## config.mk

```make
export PLATFORM = sky130hd
export DESIGN_NAME = cyclic_encoder
export DESIGN_NICKNAME = d
export VERILOG_FILES = /design/src/rtl/cyclic_encoder_pkg.sv /design/src/rtl/cyclic_encoder_ctrl.sv /design/src/rtl/cyclic_encoder_dp.sv /design/src/rtl/cyclic_encoder.sv
export SDC_FILE = /design/constraint.sdc
export NUM_CORES = 1
export LEC_CHECK = 0
export CAP_MARGIN = 20
export CORE_AREA = 2 2 39 41
export CTS_CLUSTER_DIAMETER = 30
export CTS_CLUSTER_SIZE = 8
export DETAILED_ROUTE_END_ITERATION = 10
export DIE_AREA = 0 0 41 43
export DONT_BUFFER_PORTS = 1
export GPL_ROUTABILITY_DRIVEN = 0
export PLACE_DENSITY = 0.8
export SKIP_CTS_REPAIR_TIMING = 1
export SYNTH_ARGS = -nofsm -noshare
export SYNTH_HDL_FRONTEND = slang
export SYNTH_SLANG_ARGS = --single-unit
```

## constraint.sdc

```tcl
create_clock -name clk -period 3.5 [get_ports clk]
set_input_delay 0.175 -clock clk [delete_from_list [all_inputs] [get_ports clk]]
set_output_delay 0.175 -clock clk [all_outputs]
set_load 0.005 [all_outputs]
```

## src/rtl/cyclic_encoder_pkg.sv

```systemverilog
package cyclic_encoder_pkg;

  // Phase of the serial schedule
  typedef enum logic [1:0] {
    PH_IDLE  = 2'd0,
    PH_DATA  = 2'd1,
    PH_CHECK = 2'd2,
    PH_FIN   = 2'd3
  } phaseT;

  // Strobes from control to datapath
  typedef struct packed {
    logic clear;     // wipe the division register
    logic shiftIn;   // consume an information bit
    logic shiftOut;  // emit a check bit
  } strobeT;

endpackage

```

## src/rtl/cyclic_encoder_ctrl.sv

```systemverilog
module cyclic_encoder_ctrl
  import cyclic_encoder_pkg::*;
#(
  parameter int K = 11,
  parameter int R = 4
) (
  input  logic   clk,
  input  logic   rstN,
  input  logic   start,
  output strobeT strobe,
  output logic   done
);

  localparam int MAXC = (K > R) ? K : R;
  localparam int CW   = $clog2(MAXC + 1);
  localparam logic [CW-1:0] LAST_DATA  = CW'(K - 1);
  localparam logic [CW-1:0] LAST_CHECK = CW'(R - 1);

  phaseT         phase;
  logic [CW-1:0] cnt;
  logic          doneQ;

  // start has priority over any shift in its cycle
  always_comb begin
    strobe.clear    = start;
    strobe.shiftIn  = (phase == PH_DATA)  && !start;
    strobe.shiftOut = (phase == PH_CHECK) && !start;
  end

  always_ff @(posedge clk or negedge rstN) begin
    if (!rstN) begin
      phase <= PH_IDLE;
      cnt   <= '0;
      doneQ <= 1'b0;
    end else begin
      // completion is reported even if a new start lands in PH_FIN
      doneQ <= (phase == PH_FIN);
      if (start) begin
        phase <= PH_DATA;
        cnt   <= '0;
      end else begin
        unique case (phase)
          PH_DATA: begin
            if (cnt == LAST_DATA) begin
              phase <= PH_CHECK;
              cnt   <= '0;
            end else begin
              cnt <= cnt + 1'b1;
            end
          end
          PH_CHECK: begin
            if (cnt == LAST_CHECK) begin
              phase <= PH_FIN;
              cnt   <= '0;
            end else begin
              cnt <= cnt + 1'b1;
            end
          end
          PH_FIN:  phase <= PH_IDLE;
          default: phase <= PH_IDLE;
        endcase
      end
    end
  end

  assign done = doneQ;

  // a completion pulse only follows the finishing phase
  assert_done_after_fin_R6: assert property (@(posedge clk) disable iff (!rstN)
    doneQ |-> $past(phase == PH_FIN));

  // the pulse lasts one cycle
  assert_done_single_R6: assert property (@(posedge clk) disable iff (!rstN)
    doneQ |=> !doneQ);

  // the bit counter stays inside the information length
  assert_data_count_R2: assert property (@(posedge clk) disable iff (!rstN)
    (phase == PH_DATA) |-> (cnt <= LAST_DATA));

  // a start always reopens the information phase from bit zero
  assert_restart_R8: assert property (@(posedge clk) disable iff (!rstN)
    start |=> (phase == PH_DATA) && (cnt == '0));

endmodule

```

## src/rtl/cyclic_encoder_dp.sv

```systemverilog
module cyclic_encoder_dp
  import cyclic_encoder_pkg::*;
#(
  parameter int          R    = 4,
  parameter logic [R-1:0] TAPS = 4'b0011  // generator coefficients x^0..x^(R-1)
) (
  input  logic   clk,
  input  logic   rstN,
  input  strobeT strobe,
  input  logic   dataIn,
  output logic   codeOut,
  output logic   outValid
);

  logic [R-1:0] remQ;
  logic [R-1:0] remNext;
  logic         feedBack;
  logic         codeQ;
  logic         validQ;

  // feedback is live only while information bits enter
  assign feedBack = strobe.shiftIn & (dataIn ^ remQ[R-1]);

  for (genvar i = 0; i < R; i++) begin : g_stage
    if (i == 0) begin : g_low
      assign remNext[i] = TAPS[i] & feedBack;
    end else begin : g_up
      assign remNext[i] = remQ[i-1] ^ (TAPS[i] & feedBack);
    end
  end

  always_ff @(posedge clk or negedge rstN) begin
    if (!rstN) begin
      remQ   <= '0;
      codeQ  <= 1'b0;
      validQ <= 1'b0;
    end else begin
      if (strobe.clear) begin
        remQ <= '0;
      end else if (strobe.shiftIn || strobe.shiftOut) begin
        remQ <= remNext;
      end
      // output selector: data path, then divider, else quiet
      if (strobe.shiftIn) begin
        codeQ <= dataIn;
      end else if (strobe.shiftOut) begin
        codeQ <= remQ[R-1];
      end else begin
        codeQ <= 1'b0;
      end
      validQ <= strobe.shiftIn | strobe.shiftOut;
    end
  end

  assign codeOut  = codeQ;
  assign outValid = validQ;

  // the line is quiet whenever no codeword bit is carried
  assert_idle_quiet_R7: assert property (@(posedge clk) disable iff (!rstN)
    !validQ |-> !codeQ);

  // zeros fill the register from the low end while check bits leave
  assert_zero_fill_R10: assert property (@(posedge clk) disable iff (!rstN)
    strobe.shiftOut |=> !remQ[0]);

  // a start leaves an empty division register
  assert_clear_R2: assert property (@(posedge clk) disable iff (!rstN)
    strobe.clear |=> (remQ == '0));

endmodule

```

## src/rtl/cyclic_encoder.sv

```systemverilog
module cyclic_encoder
  import cyclic_encoder_pkg::*;
#(
  parameter int          K    = 11,
  parameter int          R    = 4,
  parameter logic [R-1:0] TAPS = 4'b0011
) (
  input  logic clk,
  input  logic rstN,
  input  logic start,
  input  logic dataIn,
  output logic codeOut,
  output logic outValid,
  output logic done
);

  strobeT strobe;

  cyclic_encoder_ctrl #(.K(K), .R(R)) u_ctrl (
    .clk    (clk),
    .rstN   (rstN),
    .start  (start),
    .strobe (strobe),
    .done   (done)
  );

  cyclic_encoder_dp #(.R(R), .TAPS(TAPS)) u_dp (
    .clk      (clk),
    .rstN     (rstN),
    .strobe   (strobe),
    .dataIn   (dataIn),
    .codeOut  (codeOut),
    .outValid (outValid)
  );

  // valid output and completion never coincide
  assert_valid_done_excl_R5: assert property (@(posedge clk) disable iff (!rstN)
    done |-> !outValid);

endmodule

```

==> results.yml, run 1 <==
sta:
  finalMaxSlewViolations: 0
  rsz0062_at_grt: "false"
  finalHoldViolCount: 0
  fmaxAchievable_ghz: 0.584
  min_period_ns: 1.71
  finalSetupViolations: 0
  finClkSkew_ns: 0.00129
  max_slew.worst_pin.slew_ns: 0.569
  max_slew_margin_pct: 62.0
  fin_ws_ns: 1.79
  tns_ns: 0
  fin_crit_sh_pct: 48.9
place:
  placed_area_um2: 717
  place_inst: 85
  place_hpwl_um: 973
  place_ws_ns: 1.81
  port_buffers: 0
power:
  ir_worst_vdd_uv: 411
  p_clk_share_pct: 18.3
  seq_power_share_pct: 44.1
  switching_share_pct: 37.6
  p_int_uw: 324
  power.switching_uw: 195
  leakagePower_nw: 0.341
  pwr_density_cell_nw_per_um2: 679
  combPwrFrac_pct: 37.6
logic_synthesis:
  syn_inst: 72
  yosysUniqueCellTypes: 30
  yosys.area_share.simple_pct: 19.9
  synth_fa_ha_area_share_pct: 8.80
  synth_top_family_by_area: "simple AND/OR/NAND/NOR gates"
  synth_compound_area_share_pct: 16.9
  syn_nets: 81
  ys_seq_elements: 13
  ys_seq_area_share_pct: 45.8
  syn_area_per_cell_um2: 9.87
  synthXorXnorAreaFrac_pct: 2.46
  yosys_warnings: 0
  synthMuxAreaShare_pct: 1.58
  syn_area_um2: 711
worst_setup_path:
  crit_required_ns: 3.70
  worstPathArrival_ns: 1.91
  critPathLaunchType: "flop"
  worstSetupPathType: "flop to flop"
  path_max_fanout: 10
  cp-end-kind: "flop"
detailed_routing:
  via_count: 545
  avgViaCountPerCell: 5.99
  dr.pass1.iters: 4
  drtIter0Drc: 11
  drt-wirelength-per-cell_um: 14.7
  drc: 0
  routed_wl_um: 1340
  postRouteAntennaNets: 0
clocking:
  cts_buffers: 3
  cts_tree: "yes"
  htreeDepth: 1
  clkSinkCount: 13
  cts_root_buffer: "clkbuf_4"
  cts_buffer_depth: 2
  clk_latency_ns: 0.28
  clk_transition_reported_paths_ns: 0.08
floorplanning:
  rows: 14
  dieWidth_um: 41
  io_pins: 7
  core_area_um2: 1380
  initial_utilization_pct: 51.4
  dieArea_um2: 1760
  die_y_um: 43
global_routing:
  grtUsageMet3_pct: 3.14
  grt_pass1_vias: 515
  grt_antenna_before_repair: 0
  grt_usage_pct: 18.8
  grt_overflow: 0
  met1_usage_pct: 25.2
  grt_util_met2_pct: 28.7
  grt_pass1_wl_um: 2210
  grt.busiest_layer: "met2"
  grt_max_degree: 14
min_path:
  hp-class: "primary input to flop"
final_layout:
  drive_gt1_share_pct: 12.0
  fillers: 121
  layout.nets: 85
  final_cell_area_um2: 763
  syn2layout_area_growth_pct: 7.39
  final_cells: 91
  diodes: 0
  final_util_pct: 55.2
status:
  outcome: "finished, final reports clean"
job:
  maxCapViolations: 0
[cell families after synthesis]
family / count (synthesis)
and+or+nand+nor: 25
buffers and inverters: 8
DFF: 13
xor gates and xnor gates: 2
AOI/OAI and AO/OA: 18
muxes: 1
adders and majority gates: 5
[worst max-delay path, cell delays in order (launching register included)]
cell	delay [ns]
dfrtp_1	0.42
inv_1	0.09
ha_1	0.35
nor2_1	0.22
or4_1	0.42
o21ai_0	0.14
[metal layers]
metal	vias to the layer above	part of all wire (%)
li1	261	-
met2	16	50
met3	6	3.0
met1	262	44
met4	0	2.3
met5	-	0
[Yosys cell counts]
library cell  instances  area share, %
nor2_1                3            1.6
or2_2                 2            1.8
nor2b_1               1           0.88
a221oi_1              1            1.2
a22o_2                1            1.4
or3b_4                1            1.6
ha_1                  5            8.8
o22ai_1               1           0.88
nand2_1               7            3.7
a311o_1               1            1.4
a22oi_1               1            1.1
and2_4                1            1.2
a21oi_1               6            4.2
a211oi_1              1            1.1
o211ai_1              2            2.1
nand3b_1              4            4.2
buf_2                 2            1.4
o21ai_0               2            1.4
or3_1                 1           0.88
inv_1                 5            2.6
a31oi_1               1           0.88
nand3_1               3            2.1
dfrtp_1              13             46
mux2_2                1            1.6
xor2_1                1            1.2
or4_1                 1            1.1
and3_1                1           0.88
clkbuf_1              1           0.53
o41ai_1               1            1.2
xnor2_1               1            1.2
[registers in the layout, indices dropped and copies added (netlist names)]
signal	flops
u_dp.codeOut	1
u_ctrl.done	1
u_ctrl.phase	2
u_ctrl.cnt	4
u_dp.remQ	4
u_dp.outValid	1
[layout make-up]
class | instances | area, um2 | area share, %
Multi-Input combinational cell | 51 | 353 | 46.2
Sequential cell | 13 | 325 | 42.6
Clock buffer | 4 | 26.3 | 3.44
Timing Repair Buffer | 2 | 20.0 | 2.62
Tap cell | 16 | 20.0 | 2.62
Inverter | 5 | 18.8 | 2.46
[power groups by stage]
stage | clock network [mW] | logic [mW] | registers [mW]
floorplan | 0 | 0.157 | 0.223
CTS | 0.0941 | 0.189 | 0.229
global route | 0.0995 | 0.223 | 0.237
detailed placement | 0 | 0.188 | 0.232
finish | 0.0947 | 0.195 | 0.229
global placement | 0 | 0.178 | 0.229
[cells in the final DEF, fill, tap and decap left out, types with 2 or more instances in the layout]
cell type	n
a21oi_1	6
clkbuf_4	3
dfrtp_1	13
dlygate4sd3_1	2
ha_1	5
inv_1	5
nand2_1	7
nand3_1	3
nand3b_1	4
nor2_1	3
o211ai_1	2
o21ai_0	2
or2_2	2
[metrics by stage]
stage / power (mW) / hold slack [ns]
2_1_floorplan: 0.380 / -0.121
3_3_place_gp: 0.407 / -0.120
3_5_place_dp: 0.420 / -0.120
4_1_cts: 0.512 / -0.417
5_1_grt: 0.559 / 0.0422
6_report: 0.518 / 0.0157
[path summary, 6_finish.rpt]
kind | startpoint | to | slack, ns | depth (start not counted)
setup / recovery | u_ctrl.phase[0] | u_ctrl.cnt[2] | 1.79 | 5
hold / removal | dataIn | u_dp.codeOut | 0.02 | 2
setup reg to reg | u_ctrl.phase[0] | u_ctrl.cnt[2] | 1.79 | 5
hold reg to reg | u_dp.remQ[2] | u_dp.remQ[3] | 0.53 | 2
max in group asynchronous | rstN | u_ctrl.cnt[0] | 2.80 | 1
min in group asynchronous | rstN | u_ctrl.done | 0.32 | 1
Note: power is estimated with default switching activity, not from simulation.
==> run 2: changes to the inputs <==
clock period = 1.7 ns   (was 3.5 ns; I/O delays follow)
==> run 2 against run 1 <==
- the run now ends with hold timing left
- register-to-register slack worse by 1.7 ns
- maximum frequency up 6.7%
- sequential cell count unchanged
- die area unchanged
- final cell count up 3.3%
- total power up 110%
- final area up 3.6%
- worst hold slack worse by 0.020 ns
- wire length up 0.67%
- count of clock-buffer cells in the layout unchanged
- utilization up 2.0 points
==> results.yml, run 2 (synthesized netlist as in run 1, its figures left out) <==
place:
  place_inst: 87
  place_hpwl_um: 879
  placed_area_um2: 732
  port_buffers: 0
  place_ws_ns: 0.116
sta:
  finClkSkew_ns: 0.00430
  finalHoldViolCount: 1
  finalMaxSlewViolations: 0
  fin_crit_sh_pct: 94.3
  rsz0062_at_grt: "false"
  hold_slack_ns: -0.00399
  max_slew.worst_pin.slew_ns: 0.576
  min_period_ns: 1.60
  finalSetupViolations: 0
  tns_ns: 0
  fin_ws_ns: 0.0964
  fmaxAchievable_ghz: 0.624
  max_slew_margin_pct: 61.4
power:
  leakagePower_nw: 0.355
  pwr_density_cell_nw_per_um2: 1390
  ir_worst_vdd_uv: 563
clocking:
  clk_latency_ns: 0.28
  cts_root_buffer: "clkbuf_4"
  clkSinkCount: 13
  cts_buffer_depth: 2
  cts_tree: "yes"
  cts_buffers: 3
  htreeDepth: 1
  clk_transition_reported_paths_ns: 0.08
status:
  violations: "hold timing"
  outcome: "complete, but fails checks"
detailed_routing:
  postRouteAntennaNets: 0
  avgViaCountPerCell: 5.87
  routed_wl_um: 1350
  drtIter0Drc: 5
  via_count: 552
  dr.pass1.iters: 4
  drc: 0
  drt-wirelength-per-cell_um: 14.3
min_path:
  hold_path.startpoint: "start"
  hp-class: "primary input to flop"
worst_setup_path:
  path_max_fanout: 4
  worstPathArrival_ns: 1.77
  critPathLaunchType: "flop"
  worstSetupPathType: "flop to flop"
  crit_required_ns: 1.87
  cp-end-kind: "flop"
  r2r-start: "u_ctrl.cnt[1]"
  cp-startpoint: "u_ctrl.cnt[1]"
job:
  maxCapViolations: 0
global_routing:
  grt_pass1_vias: 467
  grt_antenna_before_repair: 0
  grt_overflow: 0
  grt_pass1_wl_um: 1960
  grt_usage_pct: 17.0
  grt_max_degree: 14
floorplanning:
  io_pins: 7
  die_y_um: 43
  dieArea_um2: 1760
  rows: 14
  initial_utilization_pct: 51.4
  core_area_um2: 1380
  dieWidth_um: 41
final_layout:
  fillers: 113
  layout.nets: 88
  diodes: 0
  final_cell_area_um2: 791
  final_cells: 94
  drive_gt1_share_pct: 15.4
  final_cell_mix: "13 x dfrtp_1, 7 x nand2_1, 6 x a21oi_1"
  final_common_cell: "dfrtp_1"
  top_regs: "u_ctrl.cnt (4), u_dp.remQ (4), u_ctrl.phase (2)"
  syn2layout_area_growth_pct: 11.3
## run 2: metal layers
metal | wire [um] | part of all wire [%] | up-vias | track usage (%)
met5 | 0 | 0 | - | 0
met3 | 36 | 2.7 | 4 | 3.14
met4 | 29 | 2.2 | 0 | 14.0
met1 | 617 | 46 | 266 | 20.6
li1 | - | - | 270 | -
met2 | 662 | 49 | 12 | 24.7
## run 2: final timing paths
check | to | slack, ns | cells past startpoint
worst max-delay path | u_ctrl.phase[1] | 0.1 | 4
worst min-delay path | u_ctrl.cnt[2] | -0.004 | 2
worst max register to register | u_ctrl.phase[1] | 0.1 | 4
worst min register to register | u_dp.remQ[2] | 0.54 | 2
max in group asynchronous | u_dp.remQ[2] | 1.09 | 1
min in group asynchronous | u_ctrl.phase[0] | 0.23 | 1
## run 2: stage by stage
stage          utilization, %  power, mW
6_report                 57.1       1.10
5_1_grt                  57.1       1.18
4_1_cts                  54.8       1.08
3_5_place_dp             52.9      0.879
3_3_place_gp             52.9      0.868
2_1_floorplan               -      0.783
## run 2: cell type report
| cell class | instances | area [um2] | area share [%] |
|---|---|---|---|
| Multi-Input combinational cell | 51 | 355 | 44.9 |
| Sequential cell | 13 | 325 | 41.1 |
| Timing Repair Buffer | 5 | 45.0 | 5.70 |
| Clock buffer | 4 | 26.3 | 3.32 |
| Tap cell | 16 | 20.0 | 2.53 |
| Inverter | 5 | 18.8 | 2.37 |
## run 2: worst max-delay path, stage by stage, from the launching register on
cell and delay (ns):
dfrtp_1 0.41, ha_1 0.20, or3b_4 0.39, and2_4 0.16, a311o_1 0.33
## run 2: power by group
| group | total [mW] | internal, mW | leakage (nW) | switching, mW |
|---|---|---|---|---|
| Combinational | 0.430 | 0.202 | 0.167 | 0.228 |
| Sequential | 0.472 | 0.398 | 0.173 | 0.0735 |
| Clock | 0.196 | 0.0912 | 0.0150 | 0.105 |
==> run 3: changes to the inputs <==
--- a/config.mk
+++ b/config.mk
@@ -18,3 +18,4 @@
 export SYNTH_ARGS = -nofsm -noshare
 export SYNTH_HDL_FRONTEND = slang
+export SYNTH_HIERARCHICAL = 1
 export SYNTH_SLANG_ARGS = --single-unit
==> constraint.sdc (replaced) <==
create_clock -name clk -period 1.7 [get_ports clk]
set_input_delay 0.34 -clock clk [delete_from_list [all_inputs] [get_ports clk]]
set_output_delay 0.34 -clock clk [all_outputs]
set_load 0.005 [all_outputs]
==> run 3 against run 2 <==
- sequential power down 4.7%
- worst hold slack better by 0.13 ns
- register-to-register slack better by 0.02 ns
- clock skew down 0.0011 ns
- the run now ends clean
- sequential cell count unchanged
- worst setup slack better by 0.019 ns
- via count down 3.1%
- combinational power down 6.5%
==> results.yml, run 3 <==
final_layout:
  syn2layout_area_growth_pct: 8.58
  regArea_um2: 325
  multi_input_area_um2: 349
  fillers: 141
  diodes: 0
  final_cells: 91
  final_common_cell: "dfrtp_1"
  final_cell_mix: "13 x dfrtp_1, 6 x inv_1, 5 x ha_1"
  top_regs: "u_ctrl/cnt (4), u_dp/remQ (4), u_ctrl/phase (2)"
  layout.nets: 85
  drive_gt1_share_pct: 12.0
detailed_routing:
  dr.pass1.iters: 4
  drc: 0
  drtIter0Drc: 16
  routed_wl_um: 1270
  drt-wirelength-per-cell_um: 13.9
  via_count: 535
  avgViaCountPerCell: 5.88
  postRouteAntennaNets: 0
worst_setup_path:
  critPathLaunchType: "flop"
  worst_path_largest_cell_delay_ns: 0.38
  r2r_setup_slack_ns: 0.12
  worstSetupPathType: "flop to flop"
  crit_chain: "inv_1 -> ha_1 -> nor2b_1 -> buf_4 -> and3_1 -> a311oi_1"
  slowest_stage: "dfrtp_1"
  rr_worst_depth: 6
  path_max_fanout: 12
  cp-end-kind: "flop"
  r2r-start: "u_ctrl/phase[1]"
  reg2reg_to: "u_ctrl/phase[0]"
  worstPathArrival_ns: 1.76
  crit_required_ns: 1.87
logic_synthesis:
  synth_area_leaders: "dfrtp_1 46%, ha_1 8.8%, nor2b_1 3.5%"
  synthArstFlopShare_pct: 100
  yosysTopAreaCell: "dfrtp_1"
  yosysUniqueCellTypes: 30
  ys.flop_type: "dfrtp_1"
  yosys_warnings: 6
  synth_top_area_share_pct: 45.5
  synth-edff-count: 0
  synthTopCellsByCount: "13 x dfrtp_1, 6 x inv_1, 5 x ha_1"
  syn_inst: 71
  syn_area_um2: 714
  ys_seq_area_share_pct: 45.5
  ys_seq_elements: 13
  syn_area_per_cell_um2: 10.1
  synth.most_common_cell: "dfrtp_1"
  syn_nets: 80
clocking:
  clk_transition_reported_paths_ns: 0.08
  clk_latency_ns: 0.27
  cts_root_buffer: "clkbuf_4"
  htreeDepth: 1
  clkSinkCount: 13
  cts_tree: "yes"
  cts_buffer_depth: 2
  cts_buffers: 3
place:
  place_inst: 86
  place_hpwl_um: 878
  port_buffers: 0
sta:
  fmaxAchievable_ghz: 0.631
  finalHoldViolCount: 0
  max_slew.worst_pin.slew_ns: 0.609
  rsz0062_at_grt: "false"
  finalSetupViolations: 0
  tns_ns: 0
  finalMaxSlewViolations: 0
  fin_crit_sh_pct: 93.2
  max_slew_margin_pct: 59.3
  min_period_ns: 1.58
  finClkSkew_ns: 0.00323
min_path:
  worst_hold_path.endpoint: "u_dp/remQ[0]"
  hp-class: "primary input to flop"
  hold_path.startpoint: "start"
  holdPathStages: 1
global_routing:
  grt_max_degree: 14
  grt_pass1_vias: 528
  grt_overflow: 0
  grt_antenna_before_repair: 0
  grt_usage_pct: 18.5
  grt_pass1_wl_um: 2180
floorplanning:
  io_pins: 7
  initial_utilization_pct: 51.6
  dieWidth_um: 41
  die_y_um: 43
  dieArea_um2: 1760
  core_area_um2: 1380
  rows: 14
job:
  maxCapViolations: 0
status:
  outcome: "finished, final reports clean"
power:
  pwr_density_cell_nw_per_um2: 1340
  leakagePower_nw: 0.356
  ir_worst_vdd_uv: 616
==> run 3: cell types whose count changed after synthesis, sizes merged, moves of 3 or more <==
cell    previous run  this run
nor2b              1         4
a21oi              6         3
nand2              7         4
nand3b             4         1
==> run 3: kinds of logic (layout without fill, tap and decap cells) <==
family          count (synthesis)  in the layout  share of synthesized area (%)
compound gates                 19             19                           19.3
simple gates                   21             21                           16.6
buf+inv                        10             14                           5.95
fa+ha+maj                       5              5                           8.76
xor+xnor                        2              2                           2.45
mux                             1              1                           1.40
flops                          13             13                           45.5
==> run 3: how the worst max path moves through the flow <==
stage / startpoint / endpoint
2_1_floorplan: u_ctrl/phase[0] / u_dp/remQ[1]
3_3_place_gp: u_ctrl/cnt[0] / u_ctrl/cnt[0]
3_5_place_dp: u_ctrl/phase[1] / u_ctrl/phase[0]
4_1_cts: u_ctrl/phase[1] / u_ctrl/phase[0]
5_1_grt: u_ctrl/phase[1] / u_ctrl/phase[0]
6_report: u_ctrl/phase[1] / u_ctrl/phase[0]
==> run 3: metrics by stage <==
| step | cell area [um2] | total power, mW | worst slack, ns | hold slack (ns) | utilization, % |
|---|---|---|---|---|---|
| floorplan | 714 | 0.747 | 0.0317 | 0.0444 | - |
| finish | 776 | 1.04 | 0.116 | 0.123 | 56.1 |
| detailed placement | 737 | 0.841 | 0.142 | 0.0447 | 53.3 |
| global route | 776 | 1.14 | 0.0132 | 0.106 | 56.1 |
| global placement | 737 | 0.818 | 0.212 | 0.0448 | 53.3 |
| CTS | 763 | 1.03 | 0.113 | -0.256 | 55.2 |
==> run 3: worst max-delay path, delay by kind of cell (launching register included) <==
| kind | cells | cell delay, ns |
|---|---|---|
| adders and majority gates | 1 | 0.26 |
| buffers and inverters | 2 | 0.24 |
| DFF | 1 | 0.38 |
| and+or+nand+nor | 2 | 0.32 |
| AOI/OAI and AO/OA | 1 | 0.27 |
==> run 3: power breakdown <==
| part | internal (mW) | total, mW | leakage (nW) | switching [mW] |
|---|---|---|---|---|
| combinational | 0.176 | 0.402 | 0.167 | 0.226 |
| sequential | 0.387 | 0.450 | 0.174 | 0.0636 |
| clock | 0.0909 | 0.190 | 0.0150 | 0.0988 |
==> run 3: cell type report <==
cell class,count,share of cell area (%)
Clock buffer,4,3.39
Inverter,6,2.90
Multi-Input combinational cell,48,45.0
Sequential cell,13,41.9
Tap cell,16,2.58
Timing Repair Buffer,4,4.19
==> run 3: layer usage <==
layer | up-vias | track usage, % | wire, um | share of wire (%)
li1 | 259 | - | - | -
met1 | 267 | 24.8 | 595 | 47
met2 | 7 | 27.2 | 624 | 49
met3 | 2 | 3.14 | 30 | 2.4
met4 | 0 | 10.0 | 16 | 1.3
met5 | - | 0 | 0 | 0
